==> config.mk <==
export PLATFORM = sky130hd
export DESIGN_NAME = ir5_frame_tx
export DESIGN_NICKNAME = d
export VERILOG_FILES = /design/src/rtl/ir5_pkg.sv /design/src/rtl/ir5_period_cnt.sv /design/src/rtl/ir5_seq.sv /design/src/rtl/ir5_frame_tx.sv
export SDC_FILE = /design/constraint.sdc
export NUM_CORES = 1
export LEC_CHECK = 0
export CORE_MARGIN = 8
export CORE_UTILIZATION = 55
export CTS_CLUSTER_DIAMETER = 100
export DETAILED_ROUTE_END_ITERATION = 8
export GPL_ROUTABILITY_DRIVEN = 0
export PLACE_DENSITY = 0.84
export RECOVER_POWER = 50
export SETUP_SLACK_MARGIN = 0.2
export SLEW_MARGIN = 20
export SYNTH_ARGS = -nofsm -noshare
export SYNTH_HDL_FRONTEND = slang
export SYNTH_SLANG_ARGS = --single-unit
==> constraint.sdc <==
create_clock -name clk -period 2.85 [get_ports clk]
set_input_delay 0.855 -clock clk [delete_from_list [all_inputs] [get_ports clk]]
set_output_delay 0.855 -clock clk [all_outputs]
set_load 0.01 [all_outputs]
==> src/rtl/ir5_pkg.sv <==
package ir5_pkg;
  localparam int FRAME_BITS = 14;
  localparam int HALVES     = 2 * FRAME_BITS;

  // rounded integer division for clock-derived periods
  function automatic int div_round(longint num, longint den);
    return int'((num + den / 2) / den);
  endfunction

  function automatic logic [FRAME_BITS-1:0] build_frame(logic [4:0] addr,
                                                       logic [6:0] cmd,
                                                       logic       tog);
    return {1'b1, cmd[6], tog, addr, cmd[5:0]};
  endfunction
endpackage

==> src/rtl/ir5_period_cnt.sv <==
module ir5_period_cnt #(
  parameter int PERIOD = 2,
  parameter int W      = $clog2(PERIOD + 1)
) (
  input  logic         clk,
  input  logic         rst_n,
  input  logic         clear,
  input  logic         run,
  output logic [W-1:0] cnt,
  output logic         last
);
  assign last = run && (cnt == W'(PERIOD - 1));

  always_ff @(posedge clk or negedge rst_n) begin
    if (!rst_n)     cnt <= '0;
    else if (clear) cnt <= '0;
    else if (run)   cnt <= last ? '0 : cnt + 1'b1;
  end


  cnt_range_chk: assert property (@(posedge clk) disable iff (!rst_n)
    cnt < W'(PERIOD));
endmodule

==> src/rtl/ir5_seq.sv <==
module ir5_seq
  import ir5_pkg::*;
#(
  parameter int HALF_CYC        = 889,
  parameter bit ONE_SPACE_FIRST = 1'b1
) (
  input  logic       clk,
  input  logic       rst_n,
  input  logic       in_valid,
  input  logic [4:0] in_addr,
  input  logic [6:0] in_cmd,
  input  logic       in_toggle,
  output logic       accept,
  output logic       busy,
  output logic       done,
  output logic       mark
);
  localparam int TW = $clog2(HALF_CYC + 1);
  localparam int IW = $clog2(HALVES);

  logic [FRAME_BITS-1:0] sh_q;
  logic [IW-1:0]         half_idx;
  logic [TW-1:0]         tcnt;
  logic                  half_end, frame_end, cur_bit, first_mark;

  assign accept    = in_valid && !busy;
  assign frame_end = half_end && (half_idx == IW'(HALVES - 1));
  assign cur_bit   = sh_q[FRAME_BITS-1];

  ir5_period_cnt #(.PERIOD(HALF_CYC), .W(TW)) half_tmr_i (
    .clk(clk), .rst_n(rst_n), .clear(accept), .run(busy),
    .cnt(tcnt), .last(half_end)
  );

  generate
    if (ONE_SPACE_FIRST) begin : g_space_first
      assign first_mark = ~cur_bit;
    end else begin : g_mark_first
      assign first_mark = cur_bit;
    end
  endgenerate

  assign mark = half_idx[0] ? ~first_mark : first_mark;

  always_ff @(posedge clk or negedge rst_n) begin
    if (!rst_n) begin
      busy     <= 1'b0;
      done     <= 1'b0;
      half_idx <= '0;
      sh_q     <= '0;
    end else begin
      done <= frame_end;
      if (accept) begin
        busy     <= 1'b1;
        half_idx <= '0;
        sh_q     <= build_frame(in_addr, in_cmd, in_toggle);
      end else if (half_end) begin
        if (frame_end) begin
          busy     <= 1'b0;
          half_idx <= '0;
        end else begin
          half_idx <= half_idx + 1'b1;
          if (half_idx[0]) sh_q <= sh_q << 1;
        end
      end
    end
  end


  accept_busy_chk: assert property (@(posedge clk) disable iff (!rst_n)
    accept |=> busy);

  no_restart_chk: assert property (@(posedge clk) disable iff (!rst_n)
    (busy && in_valid && !frame_end) |=> (busy && (tcnt != '0 || half_idx != '0)));

  done_after_busy_chk: assert property (@(posedge clk) disable iff (!rst_n)
    done |-> (!busy && $past(busy)));

  idle_index_chk: assert property (@(posedge clk) disable iff (!rst_n)
    !busy |-> (half_idx == '0 && tcnt == '0));
endmodule

==> src/rtl/ir5_frame_tx.sv <==
module ir5_frame_tx
  import ir5_pkg::*;
#(
  parameter int CLK_HZ          = 1_000_000,
  parameter int HALF_US         = 889,
  parameter int CARRIER_HZ      = 36_000,
  parameter int DUTY_PCT        = 30,
  parameter bit ONE_SPACE_FIRST = 1'b1
) (
  input  logic       clk,
  input  logic       rst_n,
  input  logic       in_valid,
  output logic       in_ready,
  input  logic [4:0] in_addr,
  input  logic [6:0] in_cmd,
  input  logic       in_toggle,
  output logic       ir_out,
  output logic       busy,
  output logic       done
);
  localparam int HALF_CYC = div_round(longint'(CLK_HZ) * HALF_US, 1_000_000);
  localparam int CAR_CYC  = div_round(longint'(CLK_HZ), longint'(CARRIER_HZ));
  localparam int CAR_ON   = div_round(longint'(CAR_CYC) * DUTY_PCT, 100);
  localparam int CW       = $clog2(CAR_CYC + 1);

  logic          accept, mark, car_on;
  logic [CW-1:0] car_cnt;
  logic          car_last;

  ir5_seq #(.HALF_CYC(HALF_CYC), .ONE_SPACE_FIRST(ONE_SPACE_FIRST)) seq_i (
    .clk(clk), .rst_n(rst_n), .in_valid(in_valid), .in_addr(in_addr),
    .in_cmd(in_cmd), .in_toggle(in_toggle), .accept(accept),
    .busy(busy), .done(done), .mark(mark)
  );

  ir5_period_cnt #(.PERIOD(CAR_CYC), .W(CW)) car_i (
    .clk(clk), .rst_n(rst_n), .clear(accept), .run(busy),
    .cnt(car_cnt), .last(car_last)
  );

  assign car_on   = car_cnt < CW'(CAR_ON);
  assign ir_out   = busy && mark && car_on;
  assign in_ready = !busy;


  car_wrap_chk: assert property (@(posedge clk) disable iff (!rst_n)
    (car_last && !accept) |=> (car_cnt == '0));

  done_idle_chk: assert property (@(posedge clk) disable iff (!rst_n)
    done |-> (in_ready && !ir_out));
endmodule

==> results.sh <==
export IMPL_status="finished, final reports clean"
export IMPL_initial_core_util=0.558
export IMPL_crit_chain="xor2_1 -> nor4_1 -> dlygate4sd2_1"
export IMPL_p_per_area_nw_per_um2=720
export IMPL_cts_root_buf="clkbuf_4"
export IMPL_arrival_ns=1.49
export IMPL_fin_skew_ns=0.0106
export IMPL_vdd_drop_max_mv=0.403
export IMPL_dieHeight_um=73.5
export IMPL_cellLeakagePower_nw=0.859
export IMPL_vias_per_cell=5.74
export IMPL_drt_iter0_drc=81
export IMPL_period_minus_slack_ns=2.34
export IMPL_firstDrtPassIters=4
export IMPL_worstSetupPathType="reg -> out"
export IMPL_rows=21
export IMPL_cts_max_level=2
export IMPL_cts_tree="done"
export IMPL_path_max_fanout=6
export IMPL_crit_required_ns=2.00
export IMPL_drive_gt1_frac=0.0664
export IMPL_synth_edf_count=0
export IMPL_min_path_type="reg -> reg"
export IMPL_ys_seq_elements=36
export IMPL_grt_max_degree=37
export IMPL_synth_avg_cell_area_sq_um=9.77
export IMPL_grt_usage=0.161
export IMPL_rsz0062_at_grt="false"
export IMPL_cts_max_path_buffers=2
export IMPL_fillers=289
export IMPL_place_ws_ns=0.600
export IMPL_setup_viol=0
export IMPL_die_w_um=73.5
export IMPL_syn_area_sq_um=1820
export IMPL_mostFrequentLayoutCells="dfrtp_1, nand2_1, o21ai_0, clkdlybuf4s50_1, mux2i_1"
export IMPL_final_setup_worst_slack_ns=0.510
export IMPL_port_buffers=19
export IMPL_path_clk_slew_ns=0.10
export IMPL_nets=230
export IMPL_fmax_mhz=427
export IMPL_hold_viol=0
export IMPL_layout_commonest_cell="dfrtp_1"
export IMPL_dieArea_sq_um=5400
export IMPL_yosys_warnings=0
export IMPL_start_kind="register"
export IMPL_critical_path_buf_inv_count=1
export IMPL_post_cts_setup_buffers=0
export IMPL_drtAntennaViolNets=0
export IMPL_synth_cell_types=41
export IMPL_finalMaxSlewViolations=0
export IMPL_worstSetupEndpointType="output pin"
export IMPL_drv_cap=0
export IMPL_cts_sinks=36
export IMPL_drc=0
export IMPL_min_period_over_period=0.821
export IMPL_grt_pass1_wl_um=6690
export IMPL_seq_area_frac_synth=0.496
export IMPL_coreArea_sq_um=3260
export IMPL_synth_main_ff_cell="dfrtp_1"
export IMPL_critPathTopFamily="flip-flops"
export IMPL_wl_um=3820
export IMPL_io_pin_count=20
export IMPL_overflow=0
export IMPL_antenna_cells=0
export IMPL_vias=1476
export IMPL_cts_buffers_inserted=5
export IMPL_async_reset_ff_frac=1.00
export IMPL_crit_slowest_cell="dfrtp_1"
export IMPL_slew_limit_headroom=0.428
export IMPL_antenna_found_initial=0
export IMPL_synthCells=186
export IMPL_ctsHoldBuffers=0
export IMPL_grt_pass1_vias=1576
export IMPL_clk_latency_ns=0.34
export IMPL_synth_nets=206
export IMPL_routedWlPerCell_um=14.8
export IMPL_tightest_slew_ns=0.857
export IMPL_max_stage_delay_ns=0.46
export IMPL_dp_final_hpwl_um=2780
export IMPL_syn2layout_area_growth_pct=17.3
export IMPL_final_setup_tns_ns=0
==> layout make-up <==
type	count	area [sq um]	area share
Sequential cell	36	901	0.422
Timing Repair Buffer	25	228	0.107
Clock inverter	2	35.0	0.0164
Clock buffer	6	41.3	0.0194
Multi-Input combinational cell	136	848	0.398
Tap cell	46	57.6	0.0270
Inverter	6	22.5	0.0106
==> sequential cells by signal (all words and copies together), names as in the netlist <==
name and flops:
seq_i.busy 1, seq_i.half_tmr_i.cnt 10, seq_i.done 1, seq_i.half_idx 5, seq_i.sh_q 14, car_i.cnt 5
==> logic make-up after synthesis <==
group / count (synthesis) / synth area share
compound gates: 39 / 0.129
fa+ha+maj: 4 / 0.0275
buf+inv: 14 / 0.0378
mux: 15 / 0.0833
flops: 36 / 0.496
simple gates: 72 / 0.198
xor+xnor: 6 / 0.0289
==> synth_stat cells, types with 2 or more instances <==
cell type / n / area share
dfrtp_1: 36 / 0.50
nand2_1: 31 / 0.064
o21ai_0: 16 / 0.044
mux2i_1: 14 / 0.077
nor2_1: 11 / 0.023
a21oi_1: 8 / 0.022
nand3_1: 8 / 0.022
inv_1: 6 / 0.012
and4_1: 4 / 0.019
clkbuf_1: 4 / 0.0083
ha_1: 4 / 0.028
nand4_1: 3 / 0.010
o211ai_1: 3 / 0.012
or3_1: 3 / 0.010
xnor2_1: 3 / 0.014
xor2_1: 3 / 0.014
a31oi_1: 2 / 0.0069
buf_4: 2 / 0.0083
nor2b_1: 2 / 0.0069
nor3_1: 2 / 0.0055
==> layer usage <==
layer  part of all wire  GRT usage  wire length (um)  up-vias
met4              0.022      0.104                85        0
met3              0.059     0.0450               227        9
met2               0.52      0.285              1970       38
li1                   -          -                 -      716
met5                  0          0                 0        -
met1               0.40      0.160              1540      713
==> worst paths after layout <==
path	start	endpoint	slack (ns)	cells after the start
worst max-delay path	seq_i.half_idx[0]$_DFFE_PN0P_	ir_out	0.51	3
worst min-delay path	seq_i.sh_q[12]$_DFFE_PN0P_	seq_i.sh_q[13]$_DFFE_PN0P_	0.53	2
worst max register to register	seq_i.half_tmr_i.cnt[0]$_DFFE_PN0P_	seq_i.half_idx[4]$_DFFE_PN0P_	0.87	6
worst min register to register	seq_i.sh_q[12]$_DFFE_PN0P_	seq_i.sh_q[13]$_DFFE_PN0P_	0.53	2
max in group asynchronous	rst_n	seq_i.sh_q[3]$_DFFE_PN0P_	1.17	2
min in group asynchronous	rst_n	seq_i.half_tmr_i.cnt[6]$_DFFE_PN0P_	1.14	2
==> where the power goes <==
group / switching, mW / total, mW / internal (mW)
Sequential: 0.154 / 0.797 / 0.643
Combinational: 0.189 / 0.392 / 0.203
Clock: 0.163 / 0.347 / 0.184
Total: 0.507 / 1.54 / 1.03
==> worst min-delay path, cell delays in order (launching register included) <==
cell and delay [ns]:
dfrtp_1 0.37, mux2i_1 0.07, nand2_1 0.06
==> metrics by stage <==
stage                util  hold slack, ns  instance area (sq um)  power, mW  instances
CTS                 0.657           0.523                   2140       1.55        257
detailed placement  0.634           0.501                   2060       1.20        249
floorplan               -           0.467                   1820       1.06        186
global route        0.655           0.553                   2130       1.64        257
global placement    0.634           0.487                   2060       1.16        249
finish              0.655           0.526                   2130       1.54        257
==> timing repair <==
| action | 4_1_cts | 5_1_grt |
|---|---|---|
| endpoints found under the hold margin | 0 | 0 |
| setup endpoints to repair | 1 | 0 |
| gates resized for setup | 1 | 0 |
No activity file was read; power rests on OpenSTA's default activity.
